`src/rtl/hb_pkg.sv`:
```
package hb_pkg;

    typedef enum logic [1:0] {
        ST_IDLE   = 2'd0,
        ST_COUNT1 = 2'd1,
        ST_COUNT2 = 2'd2,
        ST_ACKED  = 2'd3
    } hb_state_t;

    localparam int STROBE_CNT = 4;
    localparam int IDX_CS     = 0;
    localparam int IDX_RD     = 1;
    localparam int IDX_WR     = 2;
    localparam int IDX_IACK   = 3;

endpackage

```
`src/rtl/hb_sync.sv`:
```
module hb_sync #(
    parameter int WIDTH  = 4,
    parameter int STAGES = 2
) (
    input  logic             clk,
    input  logic             rst_n,
    input  logic [WIDTH-1:0] d_async,
    output logic [WIDTH-1:0] q_sync
);

    for (genvar b = 0; b < WIDTH; b++) begin : g_bit
        logic [STAGES-1:0] chain;

        always_ff @(posedge clk or negedge rst_n) begin
            if (!rst_n) begin
                chain <= '0;
            end else begin
                chain <= {chain[STAGES-2:0], d_async[b]};
            end
        end

        assign q_sync[b] = chain[STAGES-1];
    end

endmodule

```
`src/rtl/hb_regfile.sv`:
```
module hb_regfile #(
    parameter int DEPTH = 64,
    parameter int DW    = 8,
    parameter int AW    = $clog2(DEPTH)
) (
    input  logic          clk,
    input  logic          rst_n,
    input  logic          we,
    input  logic [AW-1:0] waddr,
    input  logic [DW-1:0] wdata,
    input  logic [AW-1:0] raddr,
    output logic [DW-1:0] rdata
);

    logic [DW-1:0] mem [DEPTH];

    always_ff @(posedge clk or negedge rst_n) begin
        if (!rst_n) begin
            for (int i = 0; i < DEPTH; i++) begin
                mem[i] <= '0;
            end
        end else if (we) begin
            mem[waddr] <= wdata;
        end
    end

    assign rdata = mem[raddr];

endmodule

```
`src/rtl/hb_ctrl.sv`:
```
module hb_ctrl
    import hb_pkg::*;
(
    input  logic clk,
    input  logic rst_n,
    input  logic cs_s,
    input  logic rd_s,
    input  logic wr_s,
    input  logic iack_s,
    input  logic ack_en,
    output logic ack_n,
    output logic commit
);

    hb_state_t state, state_nx;
    logic      live;
    logic      wr_cyc;
    logic      done;
    logic      wr_held;
    logic      ack_point;
    logic      end_point;

    assign live    = cs_s && (rd_s || wr_s || iack_s);
    assign wr_held = cs_s && wr_s;

    // State register
    always_ff @(posedge clk or negedge rst_n) begin
        if (!rst_n) begin
            state <= ST_IDLE;
        end else begin
            state <= state_nx;
        end
    end

    // Next state
    always_comb begin
        state_nx = state;
        unique case (state)
            ST_IDLE:   if (live)  state_nx = ST_COUNT1;
            ST_COUNT1: state_nx = live ? ST_COUNT2 : ST_IDLE;
            ST_COUNT2: state_nx = live ? ST_ACKED  : ST_IDLE;
            ST_ACKED:  if (!live) state_nx = ST_IDLE;
        endcase
    end

    // Per-cycle bookkeeping: write flag taken at start, one-shot commit guard
    always_ff @(posedge clk or negedge rst_n) begin
        if (!rst_n) begin
            wr_cyc <= 1'b0;
            done   <= 1'b0;
        end else if (state == ST_IDLE) begin
            wr_cyc <= live && wr_s;
            done   <= 1'b0;
        end else if (commit) begin
            done   <= 1'b1;
        end
    end

    // Outputs
    always_comb begin
        ack_point = (state == ST_COUNT2) && live && ack_en;
        end_point = (state != ST_IDLE) && !wr_held;
        commit    = wr_cyc && !done && (ack_point || end_point);
        ack_n     = !((state == ST_ACKED) && ack_en);
    end

endmodule

```
`src/rtl/hostbus_if.sv`:
```
module hostbus_if
    import hb_pkg::*;
#(
    parameter int DEPTH = 64,
    parameter int DW    = 8,
    parameter int AW    = $clog2(DEPTH)
) (
    input  logic          clk,
    input  logic          rst_n,
    input  logic          cs_n,
    input  logic          rd_n,
    input  logic          wr_n,
    input  logic          iack_n,
    input  logic          ack_en,
    input  logic [AW-1:0] addr,
    input  logic [DW-1:0] din,
    output logic [DW-1:0] dout,
    output logic          dout_oe,
    output logic          ack_n
);

    logic [STROBE_CNT-1:0] strb_raw;
    logic [STROBE_CNT-1:0] strb_s;
    logic                  cs_s;
    logic                  rd_s;
    logic                  wr_s;
    logic                  iack_s;
    logic                  wr_commit;
    logic [AW-1:0]         addr_q;
    logic [DW-1:0]         data_q;

    always_comb begin
        strb_raw           = '0;
        strb_raw[IDX_CS]   = !cs_n;
        strb_raw[IDX_RD]   = !rd_n;
        strb_raw[IDX_WR]   = !wr_n;
        strb_raw[IDX_IACK] = !iack_n;
    end

    hb_sync #(.WIDTH(STROBE_CNT), .STAGES(2)) i_sync (
        .clk     (clk),
        .rst_n   (rst_n),
        .d_async (strb_raw),
        .q_sync  (strb_s)
    );

    assign cs_s   = strb_s[IDX_CS];
    assign rd_s   = strb_s[IDX_RD];
    assign wr_s   = strb_s[IDX_WR];
    assign iack_s = strb_s[IDX_IACK];

    // Capture address and data while the write combination is seen active
    always_ff @(posedge clk or negedge rst_n) begin
        if (!rst_n) begin
            addr_q <= '0;
            data_q <= '0;
        end else if (cs_s && wr_s) begin
            addr_q <= addr;
            data_q <= din;
        end
    end

    hb_ctrl i_ctrl (
        .clk    (clk),
        .rst_n  (rst_n),
        .cs_s   (cs_s),
        .rd_s   (rd_s),
        .wr_s   (wr_s),
        .iack_s (iack_s),
        .ack_en (ack_en),
        .ack_n  (ack_n),
        .commit (wr_commit)
    );

    hb_regfile #(.DEPTH(DEPTH), .DW(DW), .AW(AW)) i_regs (
        .clk   (clk),
        .rst_n (rst_n),
        .we    (wr_commit),
        .waddr (addr_q),
        .wdata (data_q),
        .raddr (addr),
        .rdata (dout)
    );

    assign dout_oe = cs_s && rd_s;

endmodule

```
`config.mk`:
```
export PLATFORM = sky130hd
export DESIGN_NAME = hostbus_if
export DESIGN_NICKNAME = d
export VERILOG_FILES = /design/src/rtl/hb_pkg.sv /design/src/rtl/hb_sync.sv /design/src/rtl/hb_regfile.sv /design/src/rtl/hb_ctrl.sv /design/src/rtl/hostbus_if.sv
export SDC_FILE = /design/constraint.sdc
export NUM_CORES = 1
export LEC_CHECK = 0
export ABC_AREA = 1
export BUFFER_PORTS_ARGS = -buffer_cell sky130_fd_sc_hd__buf_2
export CORE_MARGIN = 2
export CORE_UTILIZATION = 54
export CTS_CLUSTER_SIZE = 40
export DETAILED_ROUTE_END_ITERATION = 8
export GPL_ROUTABILITY_DRIVEN = 1
export PLACE_DENSITY = 0.77
export SYNTH_ARGS = -nofsm -noshare
export SYNTH_HDL_FRONTEND = slang
export SYNTH_SLANG_ARGS = --single-unit
export TNS_END_PERCENT = 50
```
`constraint.sdc`:
```
create_clock -name clk -period 4.5 [get_ports clk]
set_input_delay 0.9 -clock clk [delete_from_list [all_inputs] [get_ports clk]]
set_output_delay 0.9 -clock clk [all_outputs]
set_load 0.02 [all_outputs]
```
* After elaboration in Yosys (flattened, before gate mapping)
Index checks and enable logic that the tools add are counted.
Cells by class: muxes and demuxes 13, eq/ne operators 5, bitwise logic cells 2, reductions and logical operators 25, magnitude comparators 3
Operator list (number):
- $bwmux W512 | 1
- $bmux W8 S6 | 1
- $demux W8 S6 | 1
- $mux W8 | 3
- $ge A7 B7 Y1 const B | 2
- $not A6 Y7 | 2
- $logic_and A1 B1 Y1 | 11
- $mux W2 | 4
- $pmux W2 S4 | 1
- $logic_not A1 Y1 | 7
- $lt A7 B1 Y1 const B | 1
- $eq A2 B2 Y1 const B | 2
- $reduce_bool A2 Y1 | 2
- $logic_or A1 B1 Y1 | 3
- $eq A2 B1 Y1 const B | 1
- $logic_not A2 Y1 | 1
- $mux W1 | 2
- $ne A2 B1 Y1 const B | 1
- $ne A2 B2 Y1 const B | 1
- $reduce_and A2 Y1 | 1
Word-level totals: bits of input ports 21, register bits after elaboration 538, output and inout bits 10

* Logic depth before layout (Yosys ltp)
Gate-level depths: netlist of run 1.
depth in word-level cells 9, mapped depth 12, depth with buffers taken out 9

* Modules after synthesis
From an unflattened synthesis of run 1, not the netlist that was laid out.
Second synthesis, totals: cell total of the unflattened synthesis 3061, area total of the unflattened synthesis 24442.2 µm²
Modules (own cells, without submodules):
- hb_regfile | area each 23413.7 µm², times used 1, cells an instance 2954
- hostbus_if | area each 583.1 µm², times used 1, cells an instance 67
- hb_sync | area each 230.2 µm², times used 1, cells an instance 12
- hb_ctrl | area each 215.2 µm², times used 1, cells an instance 28

* Worst setup path before layout of run 1
No wires, ideal clock.
path type in2out, start point input port addr[0], end point output port dout[1], path slack 1.531 ns, stages 11, data required time 3.600 ns, path buffers 3, arrival time 2.069 ns, path through buf_2 -> buf_2 -> clkbuf_1 -> nand2_1 -> nand3_1 -> nand3_1 -> nand2_1 -> nand2_1 -> nand3_1 -> nand3_1 -> nand2_1
Between the ends: cells in the longest elaborated chain, start to end 4
RTL lines:
- from (decl) | line hostbus_if.sv:15 | input logic [AW-1:0] addr,
- $not A6 Y7 (not written as such) | line hb_regfile.sv:27 | assign rdata = mem[raddr];
- $bmux W8 S6 | line hb_regfile.sv:27
- $mux W8 (not written as such) (2 in series) | line hb_regfile.sv:27
- to (decl) | line hostbus_if.sv:17 | output logic [DW-1:0] dout,
Every way passes these cells. The select of a mux whose other input is x is not followed.

* Worst setup path after layout of run 1
Ends and elaborated chain as after synthesis.

==> results.md, run 1 <==
Run status:
- The flow ran to the end, and the final reports show no timing, DRC or antenna violations.

Placement:
- Including well taps, the total number of placed cells is 3552.
- The detailed placement HPWL is 42.9 mm.
- The number of I/O port buffers is 30.
- OpenSTA, run right after detailed placement, puts the worst setup slack at 551 ps.
- At the end of routability-driven placement, the weighted congestion stood at 0.933.

Clock network:
- Clock-pin slew was measured on the worst setup and hold paths at 60 ps.
- TritonCTS built the clock tree.
- The clock latency of the later-clocked register in the worst-skew pair is 650 ps.
- The maximum clock insertion buffer count is 3.
- The number of gates resized after CTS was 0.
- The H-tree generated during clock tree synthesis spans 2 levels.
- The cell at the root of the clock tree is sky130_fd_sc_hd__clkbuf_16.
- Counting the buffers created by CTS gives 57.
- The count of clock tree sinks is 538.
- The buffers inserted during post-CTS setup optimization is 0.
- For this design, the CTS-stage hold fixing added 0 buffers.

Synth:
- Yosys mapped a number of flops with a built-in enable equal to 0.
- For this run, asynchronously set or reset flops after synthesis account for 1.00.
- Of the synthesized area, sequential elements account for 0.521.
- The largest area contributor in the netlist is sky130_fd_sc_hd__dfrtp_1.
- The synthesized design contains 538 register bits.
- The number of nets in the synthesized netlist is 3126.
- By instance count, the leading cell after synthesis is sky130_fd_sc_hd__nand2_1.
- In this run the mean area of a mapped cell was 8.32 um^2.
- The share of synthesized area in the top cell type comes to 0.521.
- The mapped netlist covers 0.0258 mm^2.
- After synthesis, the netlist uses 21 different library cells.
- The synthesized instance count is 3105.
- After synthesis, the cell types taking the most area are sky130_fd_sc_hd__dfrtp_1, sky130_fd_sc_hd__nand2_1, sky130_fd_sc_hd__nand3_1.
- During synthesis, Yosys emitted a total of 0 warnings.
- The commonest cells after synthesis are sky130_fd_sc_hd__nand2_1, sky130_fd_sc_hd__dfrtp_1, sky130_fd_sc_hd__nand3_1.
- The most used flip-flop cell after synthesis is sky130_fd_sc_hd__dfrtp_1.

Floorplan:
- The vertical extent of the die is 223 um.
- The number of core rows is 80.
- The core region is 0.0474 mm^2.
- The I/O pin count is 31.
- The initial utilization of the core area, before any placement, comes to 0.544.
- Measured along the x axis, the die boundary spans 223 um.
- The die covers 0.0496 mm^2.

STA:
- The number of pins exceeding their max-slew limit in the final report is 0.
- The clock period minus worst slack is 4080 ps.
- Setup violations remaining at the end of the flow were counted as 0.
- The worst-case headroom to the max-slew limit is 0.246.
- The setup TNS is 0 ps.
- The total count of hold-check failures in the final report is 0.
- Setup repair after global routing left no endpoint under its margin.
- At the pin with the least slew margin, the transition time is 1130 ps.
- The share of the clock period used by the worst path after layout is 0.906.
- Clock skew on the completed layout was measured at 38.7 ps.
- Setup slack on the critical path of the routed design comes to 422 ps.
- The achievable clock frequency is 0.245 GHz.

Worst setup path:
- The worst setup path is captured at an output port.
- The number of cells on the worst reg-to-reg path is 5.
- The peak fanout along the critical path is 65.
- The critical path launch point type is an input port.
- By startpoint and endpoint, the worst setup path is classified as input port to output port.
- The worst endpoint required time is 3600 ps.
- The arrival time of data at the critical path endpoint is 3180 ps.

Final layout:
- The total number of nets in the final design is 3017.
- The area growth from synthesis to layout is 7.67%.
- The ratio of cells with drive above 1 in the final layout is 0.0957.
- The final cell count without fillers is 3656.
- The number of antenna diodes in the final layout is 0.

Route:
- The post-detailed-route wirelength per cell is 19.3 um.
- The via total after detailed routing is 21.8k.
- The number of DRC markers in iteration 0 is 2834.
- The first TritonRoute pass finished after 7 iterations.
- After detailed routing, the number of remaining DRC violations is 0.
- The detail-routed via count per cell is 5.97.
- The routed wire length is 70.4 mm.
- The remaining antenna violation count is 0.

Global routing:
- The global-route wire length before repair is 115 mm.
- The initial antenna violation count was 0.
- The via count of the first global-routing pass came to 21.3k.
- Entering global routing, the biggest net connects 130 pins.
- The overall track demand over capacity in global routing is 0.289.
- Summed over all layers, the global routing overflow is 0.

Pwr:
- Summing internal, switching and leakage power gives 11700 uW.
- The maximum VDD drop is 287 uV.
- The power density over the cells is 422 mW/mm^2.
- The reported leakage power is 0.0121 uW.

Worst hold path:
- In this run the worst hold path is classified as flop to flop.
- The hold path depth is 0.

Job:
- The tool flagged a number of max-cap violations equal to 0.
-- critical path: stages --
cell                      delay, ps
sky130_fd_sc_hd__buf_6          210
sky130_fd_sc_hd__inv_6          420
sky130_fd_sc_hd__buf_12         350
sky130_fd_sc_hd__nand2_1        100
sky130_fd_sc_hd__nand3_1         80
sky130_fd_sc_hd__nand3_1        100
sky130_fd_sc_hd__nand2_1        170
sky130_fd_sc_hd__nand2_1         70
sky130_fd_sc_hd__nand3_1        150
sky130_fd_sc_hd__nand3_1        160
sky130_fd_sc_hd__nand2_1        170
sky130_fd_sc_hd__buf_2          190
-- layout by cell type, fill, tap and decap left out, drive strengths merged --
master,Yosys,final
a21oi,2,2
buf,157,77
bufinv,0,6
clkbuf,88,81
clkinv,3,15
clkinvlp,0,2
dfrtp,538,538
inv,27,30
nand2,1177,1177
nand3,514,514
nor2,70,70
nor3,1,1
o21ai,528,528
-- cells by family after synthesis --
logic type / Yosys count / synth area share
AO/OA/AOI/OAI: 530 / 0.111
AND/OR/NAND/NOR: 1762 / 0.306
flip-flops: 538 / 0.521
buffers and inverters: 275 / 0.0624
-- sequential cells by signal, summed over array words and instances (netlist names) --
signal	count
data_q	8
i_regs.mem	512
addr_q	6
i_ctrl.done	1
i_ctrl.wr_cyc	1
i_ctrl.state	2
i_sync.g_bit.chain	8
-- final cells by class --
class,count,area (um^2)
fill,4052,19600
sequential,538,13500
multi-input combinational,2292,10800
clock buffer,81,1690
tap,615,769
timing repair buffer,77,709
clock inverter,23,300
inverter,30,120
-- power breakdown --
group	switching [uW]	internal, uW	leakage (uW)
registers	175	5140	0.00743
clock network	2010	2950	0.000985
logic	1080	374	0.00371
-- layer usage --
metal  up-vias  GRT usage  wire (um)
met5         -          0          0
met4         0      0.115       2610
met3       193     0.0554       6400
met2      1075      0.448      32000
met1     10500      0.403      29400
li1      10000          -          -
-- path summary, 6_finish.rpt --
| kind | end | slack [ps] | start |
|---|---|---|---|
| hold / removal | i_sync.g_bit[0].chain[1]$_DFF_PN0_ | 340 | i_sync.g_bit[0].chain[0]$_DFF_PN0_ |
| min in group asynchronous | i_regs.mem[304]$_DFFE_PN0P_ | 390 | rst_n |
| setup / recovery | dout[1] | 420 | addr[0] |
| hold reg to reg | i_sync.g_bit[0].chain[1]$_DFF_PN0_ | 340 | i_sync.g_bit[0].chain[0]$_DFF_PN0_ |
| setup reg to reg | i_regs.mem[52]$_DFFE_PN0P_ | 1340 | i_sync.g_bit[0].chain[1]$_DFF_PN0_ |
| max in group asynchronous | i_regs.mem[205]$_DFFE_PN0P_ | 2980 | rst_n |
-- stage by stage --
stage | hold WS (ps) | instance area [um^2] | utilization
2_1_floorplan | 331 | 25800 | -
3_3_place_gp | 333 | 25800 | 0.544
3_5_place_dp | 337 | 25800 | 0.544
4_1_cts | 346 | 27800 | 0.586
5_1_grt | 359 | 27800 | 0.586
6_report | 342 | 27800 | 0.586
Power figures use the tool's default switching activity.
==> run 2, diff against run 1 <==
--- a/config.mk
+++ b/config.mk
@@ -12,7 +12,7 @@
 export CTS_CLUSTER_SIZE = 40
 export DETAILED_ROUTE_END_ITERATION = 8
 export GPL_ROUTABILITY_DRIVEN = 1
-export PLACE_DENSITY = 0.77
+export PLACE_DENSITY = 0.75
 export SYNTH_ARGS = -nofsm -noshare
 export SYNTH_HDL_FRONTEND = slang
 export SYNTH_SLANG_ARGS = --single-unit
==> constraint.sdc (replaced) <==
create_clock -name clk -period 3.9 [get_ports clk]
set_input_delay 0.78 -clock clk [delete_from_list [all_inputs] [get_ports clk]]
set_output_delay 0.78 -clock clk [all_outputs]
set_load 0.01 [all_outputs]
==> run 2 against run 1 <==
  * Core utilization up 0.10 points
  * Final cell count is 0.33% higher
  * Worst hold slack got worse by 110 ps
  * Combinational power grew 17%
  * Critical path depth fell by 2
  * Clock skew decreased by 5.6 ps
==> results.md, run 2 (synthesis gave the netlist of run 1 again) <==
Final layout:
- The post-synthesis to final-layout area growth is 7.86%.
- i_regs.mem holds more flip-flops than any other register.
- The library cell used most frequently in the layout, excluding fill and tap cells, is sky130_fd_sc_hd__nand2_1.
- The final standard cell area without fillers is 0.0279 mm^2 (+0.17%).
- In the final layout, the registers with the most flip-flops are i_regs.mem x512, data_q x8, i_sync.g_bit.chain x8.
- The total number of nets in the final design is 3026 (+0.30%).
- In the layout the commonest cells are sky130_fd_sc_hd__nand2_1, sky130_fd_sc_hd__dfrtp_1, sky130_fd_sc_hd__nand3_1.
- The number of diodes added for antenna fixing was 0 (unchanged).
- The ratio of cells with drive above 1 in the final layout was 0.0979 (+0.00224).
- The number of flip-flops in the largest register is 512 (unchanged).
- The final-layout fill cell count is 4099 (+1.2%).

Pwr:
- The maximum VDD drop is 370 uV (+29%).
- The power density over the cells came to 479 mW/mm^2 (+14%).
- The reported leakage power is 0.0122 uW (+0.23%).

Floorplan:
- The core footprint was 0.0474 mm^2 (unchanged).
- The overall die width is 223 um (unchanged).
- The I/O pin count was 31 (unchanged).
- The vertical extent of the die is 223 um (unchanged).
- The number of core rows is 80 (unchanged).
- The die outline area is 0.0496 mm^2 (unchanged).
- The initial cell density of the core is 0.544 (unchanged).

STA:
- In the finished design, the share of the clock period the worst path needs comes to 0.905.
- The worst-case headroom to the max-slew limit is 0.224 (-0.0216).
- The final clock skew is 33.2 ps (-5.55 ps).
- The setup TNS came to 0 ps (unchanged).
- The count of endpoints failing setup in the final report is 0 (unchanged).
- The clock period could shrink to 3530 ps.
- The achievable clock frequency is 0.283 GHz.
- The transition time at the pin with the least slew margin is 1160 ps (+30.7 ps).
- The number of pins exceeding their max-slew limit in the final report is 0 (unchanged).
- Setup repair after global routing left no endpoint under its margin.
- The worst hold-check slack came to 235 ps (-107 ps).
- The final critical-path setup slack came to 371 ps (-51.0 ps).
- The total count of hold-check failures in the final report is 0 (unchanged).

Global routing:
- The via count of the first global-routing pass is 20.6k (-3.2%).
- The initial antenna violation count was 0 (unchanged).
- The global-route wire length before repair is 115 mm (about the same).
- The largest net degree at the start of global routing was 123 (-5.4%).
- The overall track demand over capacity in global routing is 0.291 (+0.00271).
- The global-route congestion overflow total is 0 (unchanged).

Clock network:
- The quantity of hold-fixing buffers added after cts is 0 (unchanged).
- The count of clock tree sinks came to 538 (unchanged).
- The number of levels in the clock H-tree is 2 (unchanged).
- The maximum clock insertion buffer count is 3 (unchanged).
- The clock latency of the later-clocked register in the worst-skew pair was 650 ps (about the same).
- The number of CTS-inserted buffers is 56 (-1.8%).
- The number of cells upsized or downsized after cts is 0 (unchanged).
- The clock-pin slew of the registers on the worst-case setup and hold paths was 60 ps (about the same).
- The CTS tree is built.
- The buffers inserted during post-CTS setup optimization is 0 (unchanged).
- The cell sitting at the root of the clock tree is a sky130_fd_sc_hd__clkbuf_16.

Route:
- The number of DRC markers in iteration 0 is 2603 (-8.2%).
- The via total after detailed routing is 21.5k (-1.4%).
- The remaining antenna violation count is 0 (unchanged).
- The post-detailed-route wirelength per cell came to 19.2 um (-0.30%).
- The routed wire length is 70.5 mm (about the same).
- The number of detailed-routing iterations run before antenna repair came to 7 (unchanged).
- The number of DRC violations after detailed routing is 0 (unchanged).
- The detail-routed via count per cell is 5.87 (-1.7%).

Worst setup path:
- The critical path start-end classification is input port to output port.
- The worst setup path is launched from an input port.
- The worst endpoint required time is 3120 ps (-480 ps).
- The endpoint kind of the worst setup timing path is an output port.
- The peak fanout along the critical path is 20 (-69%).
- The arrival time of data at the critical path endpoint came to 2750 ps (-430 ps).
- The depth of the worst register-to-register path is 7 (+2).

Placement:
- The global placer's final weighted congestion came to 0.930 (-0.30%).
- The worst slack at placement is 469 ps (-82.6 ps).
- The detailed placement HPWL came to 43.2 mm (+0.70%).
- The post-detailed-placement cell area is 0.0259 mm^2 (+0.44%).
- The number of I/O port buffers was 30 (unchanged).

Job:
- The max-capacitance violation count was 0 (unchanged).

Run status:
- The run finished with clean final reports.

Worst hold path:
- The path class of the tightest hold or removal check is input port to asynchronous set/reset pin.
run 2: cell count changes in the layout (fill, tap and decap cells not counted), sizes merged:
cell	change
clkinv	+3
buf	+10
clkbuf	+1
bufinv	-2
run 2: report_power, final:
part	leakage (uW)	total (uW)	switching, uW	internal, uW
logic	0.00378	1700	1250	447
registers	0.00743	6130	198	5930
clock network	0.000952	5520	2320	3200
total	0.0122	13300	3770	9580
run 2: layout make-up:
class,instances,area [um^2],share of cell area
tap,615,769,0.0276
inverter,30,120,0.00431
clock buffer,82,1640,0.0588
clock inverter,24,284,0.0102
sequential,538,13500,0.483
timing repair buffer,87,822,0.0295
multi-input combinational,2292,10800,0.386
run 2: metrics by stage:
step | std cells | util | power (uW)
floorplan | 3105 | - | 7280
global placement | 3562 | 0.547 | 7840
detailed placement | 3562 | 0.547 | 7900
CTS | 3668 | 0.587 | 13400
global route | 3668 | 0.587 | 13800
finish | 3668 | 0.587 | 13300
run 2: path summary, 6_finish.rpt:
path,startpoint,endpoint,slack (ps)
min in group clk,wr_n,i_sync.g_bit[2].chain[0]$_DFF_PN0_,300
max in group asynchronous,rst_n,i_regs.mem[509]$_DFFE_PN0P_,2620
setup / recovery,addr[2],dout[2],370
hold / removal,rst_n,i_regs.mem[287]$_DFFE_PN0P_,230
hold reg to reg,i_sync.g_bit[2].chain[0]$_DFF_PN0_,i_sync.g_bit[2].chain[1]$_DFF_PN0_,350
setup reg to reg,i_sync.g_bit[0].chain[1]$_DFF_PN0_,i_regs.mem[57]$_DFFE_PN0P_,1010
run 2: critical path, cell delays in order:
cell                      delay [ps]
sky130_fd_sc_hd__buf_2           130
sky130_fd_sc_hd__inv_2           440
sky130_fd_sc_hd__buf_4           360
sky130_fd_sc_hd__nand3_1         100
sky130_fd_sc_hd__nand2_1         170
sky130_fd_sc_hd__nand2_1          90
sky130_fd_sc_hd__nand3_1         110
sky130_fd_sc_hd__nand3_1         210
sky130_fd_sc_hd__nand2_1         170
sky130_fd_sc_hd__buf_2           150
run 2: layer usage:
metal / up-vias / GRT usage / part of all wire
li1: 10000 / - / -
met3: 151 / 0.0411 / 0.081
met2: 877 / 0.462 / 0.47
met4: 0 / 0.111 / 0.033
met1: 10500 / 0.410 / 0.42
met5: - / 0 / 0
